### config.mk
export PLATFORM = sky130hd
export DESIGN_NAME = kbd_cmd_responder
export DESIGN_NICKNAME = d
export VERILOG_FILES = /design/src/rtl/kbd_pkg.sv /design/src/rtl/kbd_cmd_decode.sv /design/src/rtl/kbd_key_filter.sv /design/src/rtl/kbd_byte_queue.sv /design/src/rtl/kbd_cmd_responder.sv
export SDC_FILE = /design/constraint.sdc
export NUM_CORES = 1
export LEC_CHECK = 0
export BUFFER_PORTS_ARGS = -buffer_cell sky130_fd_sc_hd__buf_2
export CORE_ASPECT_RATIO = 1.2
export CORE_MARGIN = 2
export CORE_UTILIZATION = 55
export CTS_BUF_LIST = sky130_fd_sc_hd__clkbuf_4
export DETAILED_ROUTE_END_ITERATION = 6
export GPL_ROUTABILITY_DRIVEN = 0
export HOLD_SLACK_MARGIN = 0.15
export PLACE_DENSITY = 0.69
export SLEW_MARGIN = 25
export SYNTH_ARGS = -nofsm -noshare
export SYNTH_HDL_FRONTEND = slang
export SYNTH_SLANG_ARGS = --single-unit
### constraint.sdc
create_clock -name clk -period 14.91 [get_ports clk]
set_input_delay 2.2365 -clock clk [delete_from_list [all_inputs] [get_ports clk]]
set_output_delay 2.2365 -clock clk [all_outputs]
set_load 0.1 [all_outputs]
### src/rtl/kbd_pkg.sv
package kbd_pkg;
  localparam logic [7:0] CMD_IDENT    = 8'h01;
  localparam logic [7:0] CMD_LED      = 8'h0E;
  localparam logic [7:0] CMD_LAYOUT_A = 8'h07;
  localparam logic [7:0] CMD_LAYOUT_B = 8'h0F;
  localparam logic [7:0] RSP_ID0      = 8'hFF;
  localparam logic [7:0] RSP_ID1      = 8'h04;
  localparam logic [7:0] RSP_ID2      = 8'h7F;
  localparam logic [7:0] RSP_LAYOUT   = 8'hFE;
  localparam logic [7:0] LAYOUT_UNSET = 8'hFF;
  localparam logic [7:0] LAYOUT_DFLT  = 8'h21;

  typedef enum logic [1:0] {
    KIND_PLAIN = 2'd0,
    KIND_LOCK0 = 2'd1,
    KIND_LOCK1 = 2'd2,
    KIND_PLAIN2 = 2'd3
  } key_kind_e;

  // Layout byte reported for a switch value
  function automatic logic [7:0] layout_resolve(input logic [7:0] sw);
    return (sw == LAYOUT_UNSET) ? LAYOUT_DFLT : sw;
  endfunction

  // Scan byte for a key event
  function automatic logic [7:0] scan_byte(input logic rel, input logic [6:0] code);
    return {rel, code};
  endfunction

  // Next lock toggle value
  function automatic logic [1:0] lock_next(input logic [1:0] t, input logic rel);
    return rel ? (t ^ 2'b10) : (t ^ 2'b01);
  endfunction

  // Whether an event leaving the toggle at nxt is hidden
  function automatic logic lock_hide(input logic [1:0] nxt, input logic rel);
    return rel ? (nxt == 2'd3) : (nxt == 2'd2);
  endfunction
endpackage

### src/rtl/kbd_cmd_decode.sv
module kbd_cmd_decode
  import kbd_pkg::*;
#(
  parameter int RSP_MAX = 3,
  localparam int NW = $clog2(RSP_MAX + 1)
) (
  input  logic                      clk,
  input  logic                      rst_n,
  input  logic                      cmd_valid,
  input  logic [7:0]                cmd_byte,
  input  logic [7:0]                layout_sw,
  output logic                      q_clear,
  output logic [NW-1:0]             rsp_n,
  output logic [RSP_MAX-1:0][7:0]   rsp,
  output logic                      led_skip,
  output logic                      ev_led_consume
);
  logic led_arm;

  always_comb begin
    q_clear        = 1'b0;
    rsp_n          = '0;
    rsp            = '0;
    led_arm        = 1'b0;
    ev_led_consume = 1'b0;
    if (cmd_valid && led_skip) begin
      ev_led_consume = 1'b1;
    end else if (cmd_valid) begin
      unique case (cmd_byte)
        CMD_IDENT: begin
          q_clear = 1'b1;
          rsp_n   = NW'(3);
          rsp[0]  = RSP_ID0;
          rsp[1]  = RSP_ID1;
          rsp[2]  = RSP_ID2;
        end
        CMD_LED: led_arm = 1'b1;
        CMD_LAYOUT_A, CMD_LAYOUT_B: begin
          q_clear = 1'b1;
          rsp_n   = NW'(2);
          rsp[0]  = RSP_LAYOUT;
          rsp[1]  = layout_resolve(layout_sw);
        end
        default: ;
      endcase
    end
  end

  always_ff @(posedge clk or negedge rst_n) begin
    if (!rst_n)              led_skip <= 1'b0;
    else if (ev_led_consume) led_skip <= 1'b0;
    else if (led_arm)        led_skip <= 1'b1;
  end
endmodule

### src/rtl/kbd_key_filter.sv
module kbd_key_filter
  import kbd_pkg::*;
#(
  parameter int LOCKS = 2
) (
  input  logic       clk,
  input  logic       rst_n,
  input  logic       key_valid,
  input  logic [6:0] key_code,
  input  logic       key_release,
  input  logic [1:0] key_kind,
  output logic       key_push,
  output logic [7:0] key_out,
  output logic       ev_key_hidden
);
  logic [LOCKS-1:0] hide_vec;

  for (genvar i = 0; i < LOCKS; i++) begin : g_lock
    logic [1:0] tog;
    logic       sel;
    logic [1:0] nxt;
    assign sel         = key_valid && (key_kind == 2'(i + 1));
    assign nxt         = lock_next(tog, key_release);
    assign hide_vec[i] = sel && lock_hide(nxt, key_release);
    always_ff @(posedge clk or negedge rst_n) begin
      if (!rst_n)   tog <= 2'd0;
      else if (sel) tog <= nxt;
    end
  end

  assign ev_key_hidden = |hide_vec;
  assign key_push      = key_valid && !ev_key_hidden;
  assign key_out       = scan_byte(key_release, key_code);
endmodule

### src/rtl/kbd_byte_queue.sv
module kbd_byte_queue #(
  parameter int DEPTH = 16,
  parameter int SLOTS = 4,
  localparam int AW = $clog2(DEPTH),
  localparam int CW = $clog2(DEPTH + 1),
  localparam int PW = $clog2(SLOTS + 1)
) (
  input  logic                   clk,
  input  logic                   rst_n,
  input  logic                   clear,
  input  logic                   pop,
  input  logic [PW-1:0]          push_n,
  input  logic [SLOTS-1:0][7:0]  push_data,
  output logic [7:0]             rd_data,
  output logic                   not_empty,
  output logic [CW-1:0]          count,
  output logic                   ev_drop
);
  logic [7:0]    mem [DEPTH];
  logic [AW-1:0] rptr, wptr;
  logic [AW-1:0] base_rp, base_wp;
  logic [CW:0]   base_cnt, room, n_ok;
  logic          pop_ok;

  assign pop_ok = pop && (count != '0);

  always_comb begin
    if (clear) begin
      base_cnt = '0;
      base_rp  = '0;
      base_wp  = '0;
    end else begin
      base_cnt = {1'b0, count} - (CW+1)'(pop_ok);
      base_rp  = rptr + AW'(pop_ok);
      base_wp  = wptr;
    end
    room    = (CW+1)'(DEPTH) - base_cnt;
    n_ok    = ((CW+1)'(push_n) < room) ? (CW+1)'(push_n) : room;
    ev_drop = (CW+1)'(push_n) > room;
  end

  always_ff @(posedge clk) begin
    for (int k = 0; k < SLOTS; k++) begin
      if ((CW+1)'(k) < n_ok) mem[base_wp + AW'(k)] <= push_data[k];
    end
  end

  always_ff @(posedge clk or negedge rst_n) begin
    if (!rst_n) begin
      rptr  <= '0;
      wptr  <= '0;
      count <= '0;
    end else begin
      rptr  <= base_rp;
      wptr  <= base_wp + AW'(n_ok);
      count <= CW'(base_cnt + n_ok);
    end
  end

  assign not_empty = (count != '0);
  assign rd_data   = not_empty ? mem[rptr] : 8'h00;
endmodule

### src/rtl/kbd_cmd_responder.sv
module kbd_cmd_responder
  import kbd_pkg::*;
#(
  parameter int DEPTH = 16,
  parameter int LOCKS = 2,
  localparam int RSP_MAX = 3,
  localparam int SLOTS = RSP_MAX + 1,
  localparam int NW = $clog2(RSP_MAX + 1),
  localparam int PW = $clog2(SLOTS + 1),
  localparam int CW = $clog2(DEPTH + 1)
) (
  input  logic       clk,
  input  logic       rst_n,
  input  logic       cmd_valid,
  input  logic [7:0] cmd_byte,
  input  logic       key_valid,
  input  logic [6:0] key_code,
  input  logic       key_release,
  input  logic [1:0] key_kind,
  input  logic [7:0] layout_sw,
  input  logic       pop,
  output logic [7:0] rd_data,
  output logic       not_empty
);
  logic                    q_clear;
  logic [NW-1:0]           rsp_n;
  logic [RSP_MAX-1:0][7:0] rsp;
  logic                    led_skip, ev_led_consume;
  logic                    key_push, ev_key_hidden, ev_drop;
  logic [7:0]              key_out;
  logic [PW-1:0]           push_n;
  logic [SLOTS-1:0][7:0]   push_data;
  logic [CW-1:0]           q_count;

  kbd_cmd_decode #(.RSP_MAX(RSP_MAX)) u_dec (
    .clk(clk), .rst_n(rst_n), .cmd_valid(cmd_valid), .cmd_byte(cmd_byte),
    .layout_sw(layout_sw), .q_clear(q_clear), .rsp_n(rsp_n), .rsp(rsp),
    .led_skip(led_skip), .ev_led_consume(ev_led_consume)
  );

  kbd_key_filter #(.LOCKS(LOCKS)) u_key (
    .clk(clk), .rst_n(rst_n), .key_valid(key_valid), .key_code(key_code),
    .key_release(key_release), .key_kind(key_kind), .key_push(key_push),
    .key_out(key_out), .ev_key_hidden(ev_key_hidden)
  );

  // Command bytes first, key byte right after them
  for (genvar k = 0; k < SLOTS; k++) begin : g_slot
    if (k < RSP_MAX) begin : g_mix
      assign push_data[k] = (NW'(k) < rsp_n) ? rsp[k] : key_out;
    end else begin : g_key
      assign push_data[k] = key_out;
    end
  end
  assign push_n = PW'(rsp_n) + PW'(key_push);

  kbd_byte_queue #(.DEPTH(DEPTH), .SLOTS(SLOTS)) u_q (
    .clk(clk), .rst_n(rst_n), .clear(q_clear), .pop(pop), .push_n(push_n),
    .push_data(push_data), .rd_data(rd_data), .not_empty(not_empty),
    .count(q_count), .ev_drop(ev_drop)
  );
endmodule

# Yosys cells after proc, flatten, opt, wreduce, memory -nomap -nowiden
# Memories as Yosys holds them, arrays and structs flattened.
# Index checks and enable logic that the tools add are counted.
dict set report op_classes {
  shift 0
  order_cmp 8
  n_mux 37
  n_mul 0
  add_sub_neg 9
  n_eq_ne 11
  div 0
  reduce_logical 13
  n_bitwise 4
}
# op n
set op_table {}
lappend op_table {{24-bit 2-to-1 mux} 2}
lappend op_table {{8-bit 2-to-1 mux} 5}
lappend op_table {{16-bit case mux with 2 select lines} 1}
lappend op_table {{1-bit 2-to-1 mux} 19}
lappend op_table {{8-bit by 4-bit equality test with 1-bit output (second input constant)} 2}
lappend op_table {{1-bit by 6-bit less-than comparator with 1-bit output (first input constant)} 2}
lappend op_table {{2-bit by 6-bit less-than comparator with 1-bit output (first input constant)} 2}
lappend op_table {{6-bit 2-to-1 mux} 2}
lappend op_table {{2-bit equality test (second input constant)} 5}
lappend op_table {{4-bit by 2-bit adder with 4-bit output (second input constant)} 2}
lappend op_table {{8-bit by 1-bit equality test with 1-bit output (second input constant)} 1}
lappend op_table {{8-bit by 3-bit equality test with 1-bit output (second input constant)} 1}
lappend op_table {{8-bit equality test (second input constant)} 1}
lappend op_table {{2-bit 2-to-1 mux} 4}
lappend op_table {{4-bit 2-to-1 mux} 2}
lappend op_table {{1-bit logical AND} 7}
lappend op_table {{7-bit 2-to-1 mux} 1}
lappend op_table {{3-bit by 6-bit less-than comparator with 1-bit output} 1}
lappend op_table {{5-bit by 1-bit subtractor with 6-bit output} 1}
lappend op_table {{5-bit by 6-bit subtractor with 6-bit output (first input constant)} 1}
lappend op_table {{5-bit adder} 1}
lappend op_table {{5-bit nonzero test} 1}
lappend op_table {{4-bit by 1-bit adder with 4-bit output} 1}
lappend op_table {{4-bit by 1-bit adder with 4-bit output (second input constant)} 1}
lappend op_table {{11 further kinds} 16}
dict set report word_totals {
  out_inout_bits 9
  wordCells 89
  latchBits 0
  regBits 18
  inputBits 31
  mem_bits_ro 0
  memories 1
  ram_bits 128
}
# name words width rd rd_clocked_by_memory_dff wr line
set mem_list {}
lappend mem_list {u_q.mem 16 8 1 0 4 kbd_byte_queue.sv:19} ;# logic [7:0] mem [DEPTH];

# Logic depth before layout (Yosys ltp)
# Gate-level depths: netlist of the first run.
dict set report logic_depth {
  word_depth 14
  ltp_mapped 26
  depth_no_buf 23
}

# Cells and area by module
# From an unflattened synthesis of the first run, not the netlist that was laid out.
dict set report unflattened {
  hier_cells 1125
  area_unflattened_um2 11835.1
}
# module cells_each area_per_inst_um2 instances
set modules_own_cells {}
lappend modules_own_cells {kbd_byte_queue 1016 10881.7 1}
lappend modules_own_cells {kbd_cmd_decode 51 345.3 1}
lappend modules_own_cells {kbd_cmd_responder 29 325.3 1}
lappend modules_own_cells {kbd_key_filter 29 282.8 1}

# Worst setup path before layout of the first run
# No wires, ideal clock.
dict set report synth_timing {
  path_kind {input to register}
  from {input port cmd_byte[1]}
  to {memory u_q.mem[15][0] (enable)}
  arrival_ns 6.768
  cell_stages 19
  n_path_buf 5
  setup_time_ns 0.404
  setup_slack_ns 7.738
  path_cell_list {and2_1 -> o2111ai_4 -> buf_2 -> clkbuf_1 -> clkbuf_1 -> nand2b_1 -> ha_1 -> clkbuf_2 -> xnor2_2 -> inv_1 -> ha_1 -> o21ai_0 -> a21oi_2 -> o221a_4 -> nand2_1 -> o21ai_1 -> buf_2 -> nand2_1 -> o311ai_0}
}
# element line
set synth_rtl {}
lappend synth_rtl {{start, declared} kbd_cmd_responder.sv:15} ;# input logic [7:0] cmd_byte,
lappend synth_rtl {{end, declared} kbd_byte_queue.sv:19}

==> results list, run 1 <==
- Outcome: finished clean
* Syn Area/Cell: around 12 µm²
- XOR/XNOR Fraction of Synth Area: 2.41%
- Setup repair after global routing left no endpoint under its margin.
* Pin count of the biggest net entering global routing: a little over 90
- In the final design database the tool counted roughly 740 nets.
- The repair_antennas step left the layout with diodes totalling 0.
* Deepest level of the CTS H-tree: 4
- The worst setup path is of the in2reg kind.
* Final HPWL DP: ~14000 µm
* First-pass GRT wire length: 31100 µm
* Leak: around 3.3 nW
* Most frequently used flop master after synthesis: sky130_fd_sc_hd__edfxtp_1
* Worst reg2reg endpoint: u_q.mem[12][7]$_DFFE_PP_
- Dividing total power by cell area gives a power density of around 210 nW/µm².
- Final number of hold-violating endpoints: 0
- The min-delay analysis places its worst path in the category reg2reg.
- Global routing finished with a remaining overflow of 0.
- 40 I/O pins were placed.
- After clock tree synthesis, the clock-pin slew on the worst setup and hold paths is 0.12 ns.
- After Yosys synthesis, and, or, nand and nor cells account for between 10% and 20% of the synthesized area.
* Rows: between 40 and 50
- Post-route DRC violation count: 0
- Net count after synthesis: 726
* Total wire length: between 20000 and 25000 µm
- Clock latency on the worst-skew pair, taken at its later pin, is approximately 0.58 ns.
* Placeable core region: about 15000 µm²
- For this run, the number of Yosys warnings is 0.
* Initial Utilization: between 50% and 60%
- WHS Path Cells: 1
* Setup TNS: 0 ns
- Summing the areas of all compound-gate instances in the mapped netlist gives about a tenth of the synthesized area.
- Data on the critical path is required at its endpoint by approximately 15 ns.
- Counting along the longest clock path gives a buffer depth of 2.
- The via count of the first global-routing pass was 5689.
- For this block, the via count after detailed routing is around 5700.
* Worst-case register-to-register setup slack: between 8 and 9 ns
* Overall track demand over capacity in global routing: between 20% and 30%
* Flip-flop and latch count after synthesis: between 100 and 150
- Data arrives at the worst endpoint at 7.21 ns.
- The number of hold buffers added after CTS was 0.
- FMAX: 143 MHz
- Most used standard cells in the synthesized netlist: 128 x sky130_fd_sc_hd__edfxtp_1, 72 x sky130_fd_sc_hd__nand2b_1, 60 x sky130_fd_sc_hd__nand2_1
- Of all cell types, the one taking the most synthesized area is sky130_fd_sc_hd__edfxtp_1.
* # Post-CTS Setup Buffers: 0
- In the routed layout, each cell is associated on average with a via count of around 6.2.
- Final worst path period need: ~7.0 ns
* Synth async-reset ratio: between 10% and 20%
* Number of flops mapped to enable cells by yosys: approximately 130
- Port Buffers: 39
- Critical Path End Type: register
* DRT Pass-1 Iters: 5
- The count of final max-slew check failures came to 0.
- Once detail routing completed, the nets flagged for antenna violations numbered 0.
- The die is ~120 µm wide.
* Largest driver fanout on the critical path: 20
- Of the available clock period, the critical path in the final layout requires 46.9%.
- Die height: about 140 µm
* Number of setup violations in the final report: 0
* Worst-margin pin slew: between 0.9 and 1 ns
- In this run the biggest area consumer among cell types represents roughly 46% of the synthesized area.
* Buffer cell driving the clock tree root: sky130_fd_sc_hd__clkbuf_4
- Sequential cells were found to cover roughly 52% of the synthesized design area.
- Startpoint of the worst hold path: u_key.g_lock[0].tog[0]$_DFFE_PN0P_
- Avg WL per Cell: roughly 22 µm
- Across all hold checks on the routed design, the worst slack comes to roughly 0.49 ns.
- At the end of the flow the core is filled with cells to about 60%.
- Reg2reg path depth: 17
* Setup WS pre-CTS: between 7 and 8 ns
* Fraction of layout cells with a size suffix above 1: between 20% and 30%
- Worst Setup Start Kind: input port
- Number of design-rule violations left by the first detailed-router iteration: slightly below 500
* Area share of fa/ha/maj cells after synthesis: about 3.0%
- Post-route worst setup slack: 7.91 ns
* Slew margin rel.: a little over a third
- Max rail drop VDD: 123 µV
- Cell Area, Synth: approximately 8300 µm²
- Clock tree synthesis found a total of 146 sinks.
* Count of different cell masters after synthesis: 71
- Maximum Capacitance Violations: 0
* Die footprint: approximately 16000 µm²
- Cell types occupying the most area after synthesis: sky130_fd_sc_hd__edfxtp_1 46%, sky130_fd_sc_hd__mux4_2 11%, sky130_fd_sc_hd__dfrtp_1 5.4%
- End point of the worst hold path: u_key.g_lock[0].tog[0]$_DFFE_PN0P_
- Counting the buffers created by CTS gives 17.
- Total power for the finished layout comes to between 1.5 and 2 mW.
* Post-synthesis instance total: about 680
- Dominant combinational cell family by area after synthesis: simple AND/OR/NAND/NOR gates
- TritonCTS built the clock tree.
- By instance count, the leading cell after synthesis is sky130_fd_sc_hd__edfxtp_1.
- The worst register-to-register path begins at u_q.count[4]$_DFF_PN0_.
* Portion of netlist area occupied by mux cells: between 10% and 20%
- The number of antenna violations at the first check in global routing came to 0.
* CTS-repair resized insts: 0
- Compared with the post-synthesis result, the final layout area differs by 7.36%.
- Setup Skew: around 0.017 ns
## layout make-up
class | instances | area, µm²
fillers | 1183 | 5990
flip-flops and latches | 146 | 4300
multi-input cells | 462 | 3750
well taps | 204 | 255
repair buffers | 44 | 230
clock inverters | 14 | 161
clock buffers | 18 | 135
inverters | 21 | 78.8
## per-layer routing
layer | share of wire, % | vias to the layer above | GRT usage, %
met2 | 53 | 220 | 44.9
met3 | 4.9 | 40 | 4.85
met5 | 0 | - | 0
met1 | 39 | 2839 | 33.2
li1 | - | 2568 | -
met4 | 2.9 | 0 | 8.90
## cell families (layout without fill, tap and decap cells)
logic type,Yosys count,after routing
flip-flops,146,146
AO/OA/AOI/OAI,99,99
adder cells (fa/ha/maj),19,19
multiplexers,42,42
XOR/XNOR,22,22
buffers and inverters,68,97
AND/OR/NAND/NOR,280,280
## sequential cells by signal, indices dropped and copies added, names as in the netlist
| register | cells |
|---|---|
| u_q.rptr | 4 |
| u_q.wptr | 4 |
| u_dec.led_skip | 1 |
| u_key.g_lock.tog | 4 |
| u_q.mem | 128 |
| u_q.count | 5 |
## power by group
group | total, mW | leakage, nW | switching (mW) | internal [mW]
registers | 0.604 | 1.37 | 0.0650 | 0.539
clock network | 0.266 | 0.156 | 0.149 | 0.117
logic | 0.962 | 1.78 | 0.633 | 0.329
total | 1.83 | 3.31 | 0.847 | 0.985
## how the worst max path moves through the flow
stage	cells past startpoint	end	startpoint
2_1_floorplan	19	u_q.mem[15][0]$_DFFE_PP_	cmd_byte[1]
5_1_grt	17	u_q.mem[14][6]$_DFFE_PP_	cmd_byte[5]
6_report	17	u_q.mem[12][7]$_DFFE_PP_	cmd_byte[5]
4_1_cts	17	u_q.mem[8][7]$_DFFE_PP_	cmd_byte[5]
3_3_place_gp	17	u_q.mem[13][6]$_DFFE_PP_	cmd_byte[5]
3_5_place_dp	17	u_q.mem[8][4]$_DFFE_PP_	cmd_byte[5]
## worst max-delay path: stages
cell,delay [ns]
sky130_fd_sc_hd__buf_2,0.11
sky130_fd_sc_hd__nor4_4,0.42
sky130_fd_sc_hd__o2111ai_4,0.31
sky130_fd_sc_hd__inv_2,0.42
sky130_fd_sc_hd__nor2_1,0.11
sky130_fd_sc_hd__inv_1,0.09
sky130_fd_sc_hd__ha_1,0.32
sky130_fd_sc_hd__xnor2_2,0.20
sky130_fd_sc_hd__inv_1,0.10
sky130_fd_sc_hd__ha_1,0.28
sky130_fd_sc_hd__o21ai_0,0.09
sky130_fd_sc_hd__a21oi_2,0.17
sky130_fd_sc_hd__o221a_4,0.25
sky130_fd_sc_hd__nand2_1,0.16
sky130_fd_sc_hd__o21ai_1,0.81
sky130_fd_sc_hd__nand2_1,0.29
sky130_fd_sc_hd__o211ai_1,0.81
## cells in the final DEF (no fill, tap or decap), types with 11 or more instances in the layout
cell	count
sky130_fd_sc_hd__buf_2	40
sky130_fd_sc_hd__clkbuf_4	19
sky130_fd_sc_hd__dfrtp_1	17
sky130_fd_sc_hd__edfxtp_1	128
sky130_fd_sc_hd__ha_1	17
sky130_fd_sc_hd__inv_1	19
sky130_fd_sc_hd__mux4_2	40
sky130_fd_sc_hd__nand2_1	60
sky130_fd_sc_hd__nand2b_1	72
sky130_fd_sc_hd__nand3_1	34
sky130_fd_sc_hd__nand3b_1	16
sky130_fd_sc_hd__nand4_1	11
sky130_fd_sc_hd__nor2_1	19
sky130_fd_sc_hd__nor2b_1	16
sky130_fd_sc_hd__or2_2	17
sky130_fd_sc_hd__xor2_1	11
## per-stage QoR
stage               instances  area, µm²
finish                    909       8910
global route              909       8910
CTS                       908       8900
detailed placement        876       8600
global placement          875       8580
floorplan                 676       8300
No activity file was read; power rests on OpenSTA's default activity.
==> run 2, diff against run 1 <==
PLACE_DENSITY = 0.71   (was 0.69)
clock period = 5.7 ns   (was 14.91 ns; I/O delays follow)
==> run 2 against run 1 <==
Effect of this change: sequential power rose to 2.7 times the previous value; clock power up 140%; cell count rose by 1.8%; combinational power grew to 2.6 times the previous value; critical path type is now reg2reg; critical path depth increased by 1; routed wire length fell by 1.4%; die area unchanged; highest routed layer unchanged; first-iteration DRC count is 13% higher; via count increased by 0.99%.
==> results list, run 2 (synthesis results as in run 1) <==
- The setup fix buffers added after clock tree synthesis is 0 (unchanged).
- The number of antenna violations at the first check in global routing came to 1 (+1).
* CTS-repair resized insts: 0 (unchanged)
- Growth of design area from synthesis to finish: 8.40%
* Worst path arrival time: 5.39 ns (-1.82 ns)
- Buffer cell driving the clock tree root: sky130_fd_sc_hd__clkbuf_4
- The summed negative setup slack over all endpoints is 0 ns (unchanged).
* Max rail drop VDD: 405 µV (+230%)
- Outcome: finished clean
- The number of buffers inserted by port buffering is 39 (unchanged).
* Overall track demand over capacity in global routing: 26.3% (+0.14 points)
* Switching power of the nets: 2.21 mW (+160%)
- The final-report setup violation count is 0 (unchanged).
- The area of the placeable core is 14900 µm² (unchanged).
* Die height: 139 µm (unchanged)
- The number of top-level design ports is 40 (unchanged).
* Leading registers by flop count: u_q.mem (128), u_q.count (5)
* Setup WS pre-CTS: 0.345 ns (-6.90 ns)
- The total congestion overflow was 0 (unchanged).
* Largest driver fanout on the critical path: 8 (-60%)
- The post-route worst setup slack came to 0.504 ns (-7.41 ns).
- Final net count: 758 (+2.2%)
* Worst-case register-to-register setup slack: 0.50 ns (-8.27 ns)
* Power density of the placed cells: 532 nW/µm² (+160%)
- DIE WIDTH: 116 µm (unchanged)
- The pin count of the biggest net entering global routing was 71 (-22%).
- The relative max-transition margin was 30.3% (-6.3 points).
* Hold-fix buffer count after cts: 0 (unchanged)
- The die footprint is 16100 µm² (unchanged).
- Combined area of the multi-input logic cells: 3740 µm² (-0.33%)
- Setup repair after global routing left no endpoint under its margin.
- Register with the most flip-flops: u_q.mem
- The global routing usage on met3 came to 5.16% (+0.31 points).
- The total CTS buffers was 17 (unchanged).
- The half-perimeter wire length after placement came to 14300 µm (+2.1%).
- The starting DRC count in detailed routing was 552 (+13%).
- The library cell used most frequently in the layout, excluding fill and tap cells, is sky130_fd_sc_hd__edfxtp_1.
* Fraction of layout cells with a size suffix above 1: 22.6% (+1.5 points)
- The sequential cell area is 4300 µm² (unchanged).
- Met1 Track Usage GR: 32.4% (-0.79 points)
* Min-Delay Path Class: in2async
* Reg2reg path depth: 18 (+1)
- Vias in the first global route: 5748 (+1.0%)
* Initial Utilization: 55.7% (unchanged)
- DRT Pass-1 Iters: 7 (+2)
* Maximum Capacitance Violations: 0 (unchanged)
* Worst reg2reg endpoint: u_q.mem[12][1]$_DFFE_PP_
* R2r startpoint: u_q.count[4]$_DFF_PN0_
- The total vias in the final route came to 5723 (+0.99%).
* Final worst path period need: approximately 5.2 ns
- The internal power component is 2.57 mW (+160%).
* Data required time of the critical path: 5.90 ns (-9.22 ns)
* Worst-margin pin slew: 1.04 ns (+0.100 ns)
- Rows: 49 (unchanged)
- The clock sink count was 146 (unchanged).
- The largest clock skew in the final design is 0.0153 ns (-0.00219 ns).
- Share of power burned in the clock network: 13.4% (-1.1 points)
* Deepest level of the CTS H-tree: 4 (unchanged)
* Filler instances: 1196 (+1.1%)
- Slew Limit Fails: 0 (unchanged)
- Via density: 6.19 (-0.76%)
* Final number of hold-violating endpoints: 0 (unchanged)
* Met2 usage: 45.2% (+0.34 points)
- The average detailed-routed wire length per instance is 21.4 µm (-3.1%).
* Largest register FFs: 128 (unchanged)
* First-pass GRT wire length: 31600 µm (+1.6%)
- Max clock buf depth: 2 (unchanged)
- Number of nets with antenna violations after detailed routing: 0 (unchanged)
- Switching part of the total power: 46.2% (about the same)
- Critical path type: reg2reg
- Clk pin slew, worst setup/hold paths: 0.12 ns (about the same)
- Leak: 3.37 nW (+1.9%)
* Worst Setup Start Kind: register
- In the layout the commonest cells are 128 x sky130_fd_sc_hd__edfxtp_1, 72 x sky130_fd_sc_hd__nand2b_1, 60 x sky130_fd_sc_hd__nand2_1, 40 x sky130_fd_sc_hd__mux4_2, 39 x sky130_fd_sc_hd__buf_2.
* Clock Latency Late Sink: 0.56 ns (-0.02 ns)
* Combinational Power Share: 53.1% (+0.6 points)
- Critical Path End Type: register
- TritonCTS built the clock tree.
- Dividing the final minimum period by the clock period gives 91.2%.
- Total design power: 4.79 mW (+160%)
- The sequential share of power is 33.5% (+0.5 points).
- Timing would allow up to just under 200 MHz.
* Post-route DRC violation count: 0 (unchanged)
- The detailed-route wire length is 19800 µm (-1.4%).
- Busiest layer in global routing: met2
run 2: cell types whose count changed in the layout (fill, tap and decap cells not counted), sizes merged:
| cell | change |
|---|---|
| buf | +17 |
| bufinv | -1 |
| clkbuf | -1 |
| clkinv | -1 |
| clkinvlp | +1 |
| diode | +1 |
run 2: worst max path at each step:
stage                                 startpoint                       end  slack [ns]  cells past startpoint
after global placement               cmd_byte[5]   u_q.mem[4][3]$_DFFE_PP_        0.55                     14
final                     u_q.count[4]$_DFF_PN0_  u_q.mem[12][1]$_DFFE_PP_        0.50                     18
after global routing      u_q.count[4]$_DFF_PN0_  u_q.mem[14][3]$_DFFE_PP_        0.11                     18
after detailed placement                     pop   u_q.mem[8][4]$_DFFE_PP_        0.34                     16
after floorplan                      cmd_byte[1]  u_q.mem[13][0]$_DFFE_PP_        0.22                     19
after CTS                 u_q.count[4]$_DFF_PN0_   u_q.mem[8][7]$_DFFE_PP_        0.47                     17
run 2: per-stage QoR:
step	utilization (%)	area (µm²)	hold WS [ns]	instances
final	60.4	8990	0.231	925
after global routing	60.4	8990	0.237	925
after CTS	60.3	8980	0.224	924
after detailed placement	58.5	8710	0.463	893
after global placement	58.5	8710	0.454	893
after floorplan	-	8300	0.441	676
run 2: power groups by stage:
stage	Combinational, mW	Clock (mW)	Sequential (mW)
after CTS	2.54	0.647	1.61
final	2.54	0.642	1.61
after detailed placement	2.53	0	1.63
after global routing	2.73	0.689	1.64
after floorplan	2.09	0	1.48
after global placement	2.49	0	1.62
run 2: area by class of cell:
| cell class | instances | area share, % |
|---|---|---|
| inverters | 21 | 0.876 |
| multi-input cells | 462 | 41.6 |
| clock inverters | 13 | 1.50 |
| diodes | 1 | 0.0278 |
| clock buffers | 18 | 1.50 |
| flip-flops and latches | 146 | 47.8 |
| well taps | 204 | 2.84 |
| repair buffers | 60 | 3.92 |
run 2: routing by layer:
layer	part of all wire, %	vias up
met5	0	-
li1	-	2606
met1	37	2818
met4	3.8	0
met3	5.6	57
met2	54	242
run 2: critical path, cell delays in order, from the launching register on:
cell and delay [ns]:
sky130_fd_sc_hd__dfrtp_1 0.47, sky130_fd_sc_hd__nor3_1 0.24, sky130_fd_sc_hd__and3_1 0.22, sky130_fd_sc_hd__nor2b_1 0.08, sky130_fd_sc_hd__ha_1 0.22, sky130_fd_sc_hd__ha_1 0.32
sky130_fd_sc_hd__nand2b_1 0.22, sky130_fd_sc_hd__ha_1 0.28, sky130_fd_sc_hd__xnor2_2 0.27, sky130_fd_sc_hd__inv_1 0.11, sky130_fd_sc_hd__ha_1 0.28, sky130_fd_sc_hd__o21ai_0 0.09
sky130_fd_sc_hd__a21oi_2 0.17, sky130_fd_sc_hd__o221a_4 0.25, sky130_fd_sc_hd__nand2_1 0.16, sky130_fd_sc_hd__o21ai_1 0.38, sky130_fd_sc_hd__buf_4 0.22, sky130_fd_sc_hd__nand2_1 0.11
sky130_fd_sc_hd__o211ai_1 0.76
